<file path="src/rtl/apb_wait_regbank_pkg.sv">
package apb_wait_regbank_pkg;

  // Bus phase as seen by the completer, decoded from select and enable.
  typedef enum logic [1:0] {
    PH_IDLE   = 2'd0,
    PH_SETUP  = 2'd1,
    PH_ACCESS = 2'd2
  } bus_phase_e;

  localparam int unsigned LANE_W = 8;

  function automatic bus_phase_e decode_phase(input logic sel, input logic en);
    if (!sel)     return PH_IDLE;
    else if (!en) return PH_SETUP;
    else          return PH_ACCESS;
  endfunction

endpackage

</file>
<file path="src/rtl/apb_wait_timer.sv">
// Wait-state counter: loaded in each setup cycle, counts down in access.
module apb_wait_timer #(
  parameter int unsigned WAIT_W = 4
) (
  input  logic              clk,
  input  logic              rst_n,
  input  logic              setup_i,
  input  logic              access_i,
  input  logic [WAIT_W-1:0] load_i,
  output logic              expired_o
);

  logic [WAIT_W-1:0] cnt_q;
  logic [WAIT_W-1:0] cnt_d;
  logic              cnt_en;
  logic              at_zero;

  assign at_zero = (cnt_q == '0);

  always_comb begin
    cnt_en = 1'b0;
    cnt_d  = cnt_q;
    if (setup_i) begin
      // Every setup cycle restarts the count, even between
      // back-to-back transfers that keep select high.
      cnt_en = 1'b1;
      cnt_d  = load_i;
    end else if (access_i && !at_zero) begin
      cnt_en = 1'b1;
      cnt_d  = cnt_q - 1'b1;
    end
  end

  always_ff @(posedge clk or negedge rst_n) begin
    if (!rst_n) begin
      cnt_q <= '0;
    end else if (cnt_en) begin
      cnt_q <= cnt_d;
    end
  end

  assign expired_o = access_i && at_zero;

endmodule

</file>
<file path="src/rtl/apb_addr_decode.sv">
// Maps a byte address to a register index and a hit flag.
module apb_addr_decode #(
  parameter int unsigned ADDR_W   = 12,
  parameter int unsigned NUM_REGS = 8
) (
  input  logic [ADDR_W-1:0]           addr_i,
  output logic                        hit_o,
  output logic [$clog2(NUM_REGS)-1:0] idx_o
);

  localparam int unsigned IDX_W  = $clog2(NUM_REGS);
  localparam int unsigned WORD_W = ADDR_W - 2;
  localparam logic [WORD_W-1:0] LIMIT = WORD_W'(NUM_REGS);

  logic [WORD_W-1:0] word;
  logic              aligned;

  assign word    = addr_i[ADDR_W-1:2];
  assign aligned = (addr_i[1:0] == 2'b00);
  assign hit_o   = aligned && (word < LIMIT);
  assign idx_o   = word[IDX_W-1:0];

endmodule

</file>
<file path="src/rtl/apb_reg_store.sv">
// Register bank with per-byte-lane write enables and a read mux.
module apb_reg_store
  import apb_wait_regbank_pkg::*;
#(
  parameter int unsigned DATA_W   = 32,
  parameter int unsigned NUM_REGS = 8
) (
  input  logic                        clk,
  input  logic                        rst_n,
  input  logic                        commit_i,
  input  logic [$clog2(NUM_REGS)-1:0] idx_i,
  input  logic [DATA_W-1:0]           wdata_i,
  input  logic [DATA_W/LANE_W-1:0]    strb_i,
  output logic [DATA_W-1:0]           rd_o
);

  localparam int unsigned IDX_W   = $clog2(NUM_REGS);
  localparam int unsigned LANES   = DATA_W / LANE_W;

  logic [NUM_REGS-1:0][DATA_W-1:0] contents;

  for (genvar r = 0; r < NUM_REGS; r++) begin : g_reg
    logic row_sel;
    assign row_sel = commit_i && (idx_i == IDX_W'(r));

    for (genvar b = 0; b < LANES; b++) begin : g_lane
      logic [LANE_W-1:0] byte_q;
      logic [LANE_W-1:0] byte_d;
      logic              byte_en;

      assign byte_en = row_sel && strb_i[b];
      assign byte_d  = wdata_i[b*LANE_W +: LANE_W];

      always_ff @(posedge clk or negedge rst_n) begin
        if (!rst_n) begin
          byte_q <= '0;
        end else if (byte_en) begin
          byte_q <= byte_d;
        end
      end

      assign contents[r][b*LANE_W +: LANE_W] = byte_q;
    end
  end

  always_comb begin
    rd_o = '0;
    for (int r = 0; r < NUM_REGS; r++) begin
      if (idx_i == IDX_W'(r)) rd_o = contents[r];
    end
  end

endmodule

</file>
<file path="src/rtl/apb_wait_regbank.sv">
// APB completer: register bank with programmable wait states.
module apb_wait_regbank
  import apb_wait_regbank_pkg::*;
#(
  parameter int unsigned ADDR_W   = 12,
  parameter int unsigned DATA_W   = 32,
  parameter int unsigned NUM_REGS = 8,
  parameter int unsigned WAIT_W   = 4
) (
  input  logic                     clk,
  input  logic                     rst_n,
  input  logic                     sel_i,
  input  logic                     enable_i,
  input  logic [ADDR_W-1:0]        addr_i,
  input  logic                     write_i,
  input  logic [DATA_W-1:0]        wdata_i,
  input  logic [DATA_W/LANE_W-1:0] strb_i,
  input  logic [WAIT_W-1:0]        wait_cycles_i,
  output logic                     ready_o,
  output logic                     err_o,
  output logic [DATA_W-1:0]        rdata_o
);

  localparam int unsigned IDX_W = $clog2(NUM_REGS);

  bus_phase_e        phase;
  logic              in_setup;
  logic              in_access;
  logic              expired;
  logic              hit;
  logic [IDX_W-1:0]  idx;
  logic              commit;
  logic [DATA_W-1:0] rd_word;

  assign phase     = decode_phase(sel_i, enable_i);
  assign in_setup  = (phase == PH_SETUP);
  assign in_access = (phase == PH_ACCESS);

  apb_wait_timer #(
    .WAIT_W (WAIT_W)
  ) u_timer (
    .clk       (clk),
    .rst_n     (rst_n),
    .setup_i   (in_setup),
    .access_i  (in_access),
    .load_i    (wait_cycles_i),
    .expired_o (expired)
  );

  apb_addr_decode #(
    .ADDR_W   (ADDR_W),
    .NUM_REGS (NUM_REGS)
  ) u_decode (
    .addr_i (addr_i),
    .hit_o  (hit),
    .idx_o  (idx)
  );

  // Write lands only in the completing cycle of a mapped write.
  assign commit = expired && write_i && hit;

  apb_reg_store #(
    .DATA_W   (DATA_W),
    .NUM_REGS (NUM_REGS)
  ) u_store (
    .clk      (clk),
    .rst_n    (rst_n),
    .commit_i (commit),
    .idx_i    (idx),
    .wdata_i  (wdata_i),
    .strb_i   (strb_i),
    .rd_o     (rd_word)
  );

  assign ready_o = expired;
  assign err_o   = expired && !hit;
  assign rdata_o = (expired && hit && !write_i) ? rd_word : '0;

endmodule

</file>
<file path="config.mk">
export PLATFORM = sky130hd
export DESIGN_NAME = apb_wait_regbank
export DESIGN_NICKNAME = d
export VERILOG_FILES = /design/src/rtl/apb_wait_regbank_pkg.sv /design/src/rtl/apb_wait_timer.sv /design/src/rtl/apb_addr_decode.sv /design/src/rtl/apb_reg_store.sv /design/src/rtl/apb_wait_regbank.sv
export SDC_FILE = /design/constraint.sdc
export NUM_CORES = 1
export LEC_CHECK = 0
export BUFFER_PORTS_ARGS = -buffer_cell sky130_fd_sc_hd__buf_2
export CORE_MARGIN = 3
export CORE_UTILIZATION = 49
export CTS_CLUSTER_DIAMETER = 200
export DETAILED_ROUTE_END_ITERATION = 6
export PLACE_DENSITY = 0.68
export SLEW_MARGIN = 10
export SYNTH_ARGS = -nofsm -noshare
export SYNTH_HDL_FRONTEND = slang
export SYNTH_HIERARCHICAL = 1
export SYNTH_SLANG_ARGS = --single-unit
</file>
<file path="constraint.sdc">
create_clock -name clk -period 2.8 [get_ports clk]
set_input_delay 0.56 -clock clk [delete_from_list [all_inputs] [get_ports clk]]
set_output_delay 0.56 -clock clk [all_outputs]
set_load 0.005 [all_outputs]
</file>
==> flow_summary_export.csv, run 1 <==
group,metric,value,unit
yosys,xor_and_xnor_area_share_after_synthesis,0,%
pwr,power.switching,1.89,mW
route,post_drt_wl_per_cell,21.6,µm
run_status,result_of_the_run,"complete, no violations",
sta,share_of_the_clock_period_used_by_the_worst_path,99.5,%
pwr,clock_power_share,45.4,%
route,viasPerCell,5.86,
placement,global_placement_routability_congestion,0.770,
cells_and_area,multi_input_area,6260,µm²
clock_tree,cts_tree,"done",
route,detail_route.first_pass.iterations,5,
route,finalWirelength,32800,µm
hold_path,hold_path_depth,3,
global_route,first_global_vias,9098,
cells_and_area,ff_latch_area,6510,µm²
sta,timing.clock.skew,0.00940,ns
pwr,comb_power_share,8.1,%
clock_tree,clock_sink_count,260,
placement,portBuffers,90,
floorplanning,dieHeight,168,µm
yosys,mappedNetlistNets,1068,
yosys,synth_sequential_area_ratio,50.6,%
clock_tree,ctsLongestPathBuffers,3,
sta,worst_slew_margin_rel,50.3,%
clock_tree,cts_clock_pin_slew_for_the_worst_setup_and_hold_paths,0.05,ns
pwr,power.share.sequential,46.5,%
sta,maxClockFrequency,359,MHz
route,post-route-drc-count,0,
clock_tree,cts-htree-levels,1,
global_route,grt_first_pass_wirelength,51200,µm
sta,finalSetupViolCount,0,
floorplanning,die-area,28200,µm²
clock_tree,tritoncts.num_buffers,28,
sta,timing_hold_violations_final,0,
sta,drv_slew,0,
worst_setup_path,timing.critical_path.fanout_max,20,
cells_and_area,fillers,2035,
global_route,gr-usage-all-layers,22.4,%
job,maxCapViolCount,0,
yosys,synth_top_family_by_area,"multiplexers",
floorplanning,fp.coreArea,25500,µm²
route,detailroute.via_count,8890,
pwr,switching_share,23.2,%
placement,detailedPlacementHpwl,20800,µm
clock_tree,clock-root-buffer,"sky130_fd_sc_hd__clkbuf_16",
worst_setup_path,rr_worst_depth,11,
cells_and_area,area.growth.synth_to_final,22.8,%
sta,finalCriticalPeriod,2.79,ns
cells_and_area,finish.instance_area,15800,µm²
clock_tree,clk-insertion-delay-late,0.54,ns
yosys,fraction_of_the_mapped_netlist_area_in_compound_gates,9.03,%
hold_path,holdCritPathClass,"input port to flop",
hold_path,hp-start,"wait_cycles_i[2]",
yosys,synth_cells,1010,
pwr,p_leak,7.63,nW
floorplanning,die_x,168,µm
cells_and_area,layout-drive-gt1-share,48.1,%
placement,instance_area_after_placement,14700,µm²
worst_setup_path,path_class,"input port to output pin",
cells_and_area,layout.nets,1226,
cells_and_area,most-common-layout-cells,"sky130_fd_sc_hd__dfrtp_1 (260), sky130_fd_sc_hd__mux2_2 (232), sky130_fd_sc_hd__buf_2 (87), sky130_fd_sc_hd__mux2i_1 (65), sky130_fd_sc_hd__buf_4 (60)",
yosys,adder_and_majority_cell_fraction_of_the_synthesized_area,0.0973,%
worst_setup_path,crit-reg2reg-capture,"u_store/g_reg[3].g_lane[2].byte_q[6]",
worst_setup_path,startpoint_kind_of_the_worst_setup_timing_path,"input port",
worst_setup_path,cp.arrival,2.23,ns
yosys,synth.distinct_cells,43,
cells_and_area,antenna_diode_count,0,
worst_setup_path,crit_required,2.24,ns
yosys,synth_mux_area_share,27.5,%
floorplanning,io_pins,91,
hold_path,hold-path-endpoint,"u_timer/cnt_q[2]",
global_route,grt_start_max_net_pins,79,
pwr,worst_ir_drop_vdd,0.000394,V
floorplanning,row_count,58,
yosys,synth.avg_cell_area,12.7,µm²
global_route,grt_antenna_before_repair,3,
worst_setup_path,regToRegStartpoint,"u_timer/cnt_q[1]",
worst_setup_path,cp-end-kind,"output pin",
yosys,netlist_area_pre_place,12900,µm²
route,route.antenna.remaining_nets,0,
yosys,synth_simple_gate_area_share,10.2,%
pwr,power_density_cells,515,nW/µm²
route,detailed_router_s_first_iteration_violation_count,658,
worst_setup_path,worst-r2r-setup-slack,0.24,ns
yosys,yosysWarnings,6,
pwr,intPower,6.25,mW
cells_and_area,layout_commonest_cell,"sky130_fd_sc_hd__dfrtp_1",
sta,worstMarginPinSlew,0.746,ns
pwr,total_power,8.14,mW
floorplanning,initial_core_util,50.5,%
global_route,globalRouteOverflowTotal,0,
yosys,synth-seq-cells,260,
[power groups by stage]
stage	sequential, mW	combinational, mW	clock, mW
final	3.79	0.656	3.70
after global routing	3.79	0.713	3.96
after CTS	3.79	0.593	3.77
after detailed placement	3.86	0.588	0
after global placement	3.86	0.581	0
after floorplan	3.85	0.269	0
[cells in the mapped netlist (all sizes together)]
cell      n  area [µm²]
or4       1        7.51
a31o      1        8.76
nand2    42         190
a22o     32         280
and2      2        12.5
a221o     1        10.0
nor2     33         226
inv       3        11.3
nand2b    2        12.5
clkbuf   23        86.3
nor3      2        10.0
nor3b     2        15.0
nor4      1        12.5
buf      40         236
nand3     5        25.0
o311ai    1        8.76
o22ai     1        6.26
and3      1        6.26
o21ai    34         170
o211ai    1        7.51
mux2i    65         651
a22oi    31         233
and4b    33         333
dfrtp   260        6510
ha        1        12.5
or2      32         200
nor4b     1        15.0
or3       1        6.26
mux2    256        2880
a32oi    31         272
nor2b    36         225
a21oi    33         165
and2b     1        8.76
or3b      1        11.3
[worst max-delay path: stages]
cell                      delay [ns]
sky130_fd_sc_hd__buf_2          0.20
sky130_fd_sc_hd__nor2b_4        0.20
sky130_fd_sc_hd__buf_4          0.17
sky130_fd_sc_hd__buf_12         0.17
sky130_fd_sc_hd__a21oi_1        0.08
sky130_fd_sc_hd__a22o_1         0.24
sky130_fd_sc_hd__a32oi_1        0.27
sky130_fd_sc_hd__and4b_1        0.24
sky130_fd_sc_hd__buf_2          0.11
[worst max-delay path by stage]
stage	from	to	depth (start not counted)
global route	addr_i[3]	rdata_o[2]	9
finish	addr_i[3]	rdata_o[9]	9
detailed placement	addr_i[11]	u_store/g_reg[3].g_lane[2].byte_q[2]	8
CTS	u_timer/cnt_q[0]	rdata_o[28]	8
floorplan	addr_i[11]	u_store/g_reg[3].g_lane[0].byte_q[0]	8
global placement	addr_i[11]	u_store/g_reg[3].g_lane[2].byte_q[3]	8
[flip-flops by register name (all words and copies together), names as in the netlist]
name and cells:
u_store/g.g_lane.byte_q 256, u_timer/cnt_q 4
[per-layer routing]
layer / wire [µm] / vias up / GRT usage, %
met5: 41 / - / 0
met4: 806 / 6 / 5.73
met3: 1960 / 61 / 3.83
met2: 15000 / 221 / 35.7
met1: 15000 / 4549 / 32.3
li1: - / 4053 / -
[metrics by stage]
step	TNS [ns]	worst slack, ns	instances	util, %	hold slack (ns)
after floorplan	-10.39	-0.0552	1010	-	0.264
after global placement	-29.71	-0.167	1454	57.6	0.488
after detailed placement	-40.41	-0.226	1454	57.6	0.494
after CTS	0	0.00693	1505	61.4	0.229
after global routing	-0.162	-0.0310	1516	62.0	0.252
final	0	0.0135	1516	62.0	0.251
[timing repair]
item                                    in CTS  in global routing
hold buffers                                 1                  0
setup buffers                                1                  6
hold endpoints to repair                    51                  0
resized for setup                            2                  9
gates cloned                                 1                  5
pin swaps                                    1                  2
endpoints found under the setup margin      19                 33
[cell type report]
class | instances | area share [%]
clock buffer | 44 | 5.33
multi-input combinational | 684 | 39.6
clock inverter | 4 | 0.467
sequential | 260 | 41.2
tap | 330 | 2.61
timing repair buffer | 191 | 10.8
inverter | 3 | 0.0713
[logic make-up (layout without fill, tap and decap cells)]
logic type | after synthesis | after routing
AOI/OAI and AO/OA | 166 | 166
adders and majority gates | 1 | 1
buffers and inverters | 66 | 242
DFF | 260 | 260
muxes | 321 | 321
and+or+nand+nor | 196 | 196
(Power assumes the default switching activity.)
==> run 2, diff against run 1 <==
--- a/config.mk
+++ b/config.mk
@@ -5,12 +5,13 @@
 export SDC_FILE = /design/constraint.sdc
 export NUM_CORES = 1
 export LEC_CHECK = 0
-export BUFFER_PORTS_ARGS = -buffer_cell sky130_fd_sc_hd__buf_2
+export BUFFER_PORTS_ARGS = -buffer_cell sky130_fd_sc_hd__clkbuf_2
 export CORE_MARGIN = 3
-export CORE_UTILIZATION = 49
+export CORE_UTILIZATION = 55
 export CTS_CLUSTER_DIAMETER = 200
 export DETAILED_ROUTE_END_ITERATION = 6
-export PLACE_DENSITY = 0.68
+export GPL_ROUTABILITY_DRIVEN = 0
+export PLACE_DENSITY = 0.76
 export SLEW_MARGIN = 10
 export SYNTH_ARGS = -nofsm -noshare
 export SYNTH_HDL_FRONTEND = slang
==> run 2 against run 1 <==
Against the previous run: clock skew grew 0.0016 ns; utilization up 6.3 points; die area down 11%; fmax is 0.41% higher; wire length barely moved; combinational power shrank 7.6%; setup slack improved by 0.011 ns; final area down 1.2%; via count about the same; critical endpoint is now rdata_o[30].
==> flow_summary_export.csv, run 2 (same netlist as run 1, synthesis figures left out) <==
group,metric,value,unit
run_status,result_of_the_run,"complete, no violations",
worst_setup_path,crit-reg2reg-capture,"u_store/g_reg[3].g_lane[1].byte_q[4]",
floorplanning,die-area,25300,µm²
route,viasPerCell,5.98,
sta,finalCriticalPeriod,2.78,ns
cells_and_area,largest_register_ffs,256,
sta,timing.clock.skew,0.0110,ns
clock_tree,clock-root-buffer,"sky130_fd_sc_hd__clkbuf_16",
worst_setup_path,regToRegStartpoint,"u_timer/cnt_q[0]",
worst_setup_path,worst-r2r-setup-slack,0.15,ns
sta,worst_slew_margin_rel,54.6,%
clock_tree,clock_sink_count,260,
route,post_drt_wl_per_cell,22.1,µm
floorplanning,fp.coreArea,22800,µm²
floorplanning,initial_core_util,56.3,%
clock_tree,cts_clock_pin_slew_for_the_worst_setup_and_hold_paths,0.06,ns
worst_setup_path,timing.critical_path.fanout_max,17,
sta,timing.hold.ws,0.00494,ns
sta,finalSetupViolCount,0,
global_route,grt_start_max_net_pins,82,
sta,share_of_the_clock_period_used_by_the_worst_path,99.1,%
clock_tree,clk-insertion-delay-late,0.54,ns
placement,portBuffers,90,
clock_tree,ctsLongestPathBuffers,3,
sta,worstMarginPinSlew,0.679,ns
floorplanning,io_pins,91,
route,detail_route.first_pass.iterations,5,
cells_and_area,finish.instance_area,15600,µm²
worst_setup_path,cp-end-kind,"output pin",
cells_and_area,reg.largest.list,"u_store/g.g_lane.byte_q: 256 flops, u_timer/cnt_q: 4 flops",
placement,instance_area_after_placement,14500,µm²
global_route,top_usage_layer_grt,"met2",
clock_tree,cts_tree,"done",
cells_and_area,most-common-layout-cells,"sky130_fd_sc_hd__dfrtp_1 (260), sky130_fd_sc_hd__mux2_2 (232), sky130_fd_sc_hd__clkbuf_2 (86), sky130_fd_sc_hd__mux2i_1 (65), sky130_fd_sc_hd__buf_4 (54)",
cells_and_area,regMostFlops,"u_store/g.g_lane.byte_q",
global_route,grt_antenna_before_repair,3,
placement,detailedPlace.worstSlack,-0.112,ns
global_route,grt_util_met3,4.06,%
floorplanning,row_count,55,
floorplanning,dieHeight,159,µm
global_route,grt_first_pass_wirelength,51800,µm
pwr,power_density_cells,515,nW/µm²
clock_tree,ctsHoldBuffers,0,
sta,totalNegativeSetupSlack,0,ns
worst_setup_path,startpoint_kind_of_the_worst_setup_timing_path,"input port",
cells_and_area,finalCoreUtilization,68.4,%
global_route,gr-usage-all-layers,25.2,%
cells_and_area,area.growth.synth_to_final,21.4,%
job,maxCapViolCount,0,
clock_tree,tritoncts.num_buffers,28,
pwr,p_leak,7.53,nW
sta,drv_slew,0,
cells_and_area,layout.nets,1212,
cells_and_area,layout-drive-gt1-share,47.8,%
sta,worst_slack,0.0248,ns
pwr,worst_ir_drop_vdd,0.000484,V
global_route,grt.met1_usage,34.0,%
worst_setup_path,path_class,"input port to output pin",
global_route,global_route.usage.met2,41.9,%
route,detailed_router_s_first_iteration_violation_count,656,
global_route,globalRouteOverflowTotal,0,
floorplanning,die_x,159,µm
worst_setup_path,crit_required,2.24,ns
global_route,first_global_vias,9535,
clock_tree,cts-htree-levels,1,
sta,timing_hold_violations_final,0,
sta,maxClockFrequency,360,MHz
route,finalWirelength,32800,µm
worst_setup_path,cp.arrival,2.22,ns
placement,detailedPlacementHpwl,20500,µm
route,post-route-drc-count,0,
cells_and_area,layout_commonest_cell,"sky130_fd_sc_hd__dfrtp_1",
hold_path,holdCritPathClass,"input port to async pin",
worst_setup_path,rr_worst_depth,11,
route,route.antenna.remaining_nets,0,
route,detailroute.via_count,8885,
run 2: per-stage QoR:
step / instances / power [mW]
final: 1487 / 8.04
after global routing: 1486 / 8.33
after CTS: 1478 / 8.07
after detailed placement: 1429 / 4.42
after global placement: 1429 / 4.41
after floorplan: 1010 / 4.12
run 2: worst max-delay path by stage:
stage / depth (start not counted) / startpoint / slack, ns / endpoint
2_1_floorplan: 8 / addr_i[11] / -0.06 / u_store/g_reg[3].g_lane[0].byte_q[0]
3_3_place_gp: 8 / addr_i[11] / -0.08 / u_store/g_reg[3].g_lane[0].byte_q[1]
3_5_place_dp: 8 / addr_i[11] / -0.11 / u_store/g_reg[3].g_lane[0].byte_q[1]
4_1_cts: 6 / addr_i[11] / 0.02 / rdata_o[12]
5_1_grt: 7 / addr_i[11] / -0.04 / rdata_o[30]
6_report: 7 / addr_i[11] / 0.02 / rdata_o[30]
run 2: layout make-up:
type	count	area [µm²]
Antenna cell	2	5.00
Clock buffer	42	855
Clock inverter	6	55.1
Fill cell	1644	7230
Inverter	3	11.3
Multi-Input combinational cell	684	6260
Sequential cell	260	6510
Tap cell	313	392
Timing Repair Buffer	177	1540
run 2: routing by layer:
metal / routed length (µm) / vias up
met2: 15700 / 250
met5: 12 / -
met4: 1000 / 2
met1: 14400 / 4532
li1: - / 4033
met3: 1670 / 68
run 2: critical path, cell delays in order:
cell                       delay, ns
sky130_fd_sc_hd__clkbuf_2       0.08
sky130_fd_sc_hd__or4_4          0.56
sky130_fd_sc_hd__nor4_4         0.28
sky130_fd_sc_hd__buf_4          0.19
sky130_fd_sc_hd__buf_12         0.18
sky130_fd_sc_hd__and4b_1        0.23
sky130_fd_sc_hd__clkbuf_2       0.12
run 2: timing repair:
action / in CTS / in global routing
cloned: 0 / 3
gates resized for setup: 8 / 7
setup endpoints to repair: 33 / 33
pin swaps: 1 / 3
setup buffers: 1 / 4
run 2: power by group:
group / leakage [nW] / switching, mW / internal, mW
Clock: 0.454 / 1.47 / 2.18
Combinational: 3.45 / 0.384 / 0.221
Sequential: 3.63 / 0.0194 / 3.77
Total: 7.53 / 1.87 / 6.17
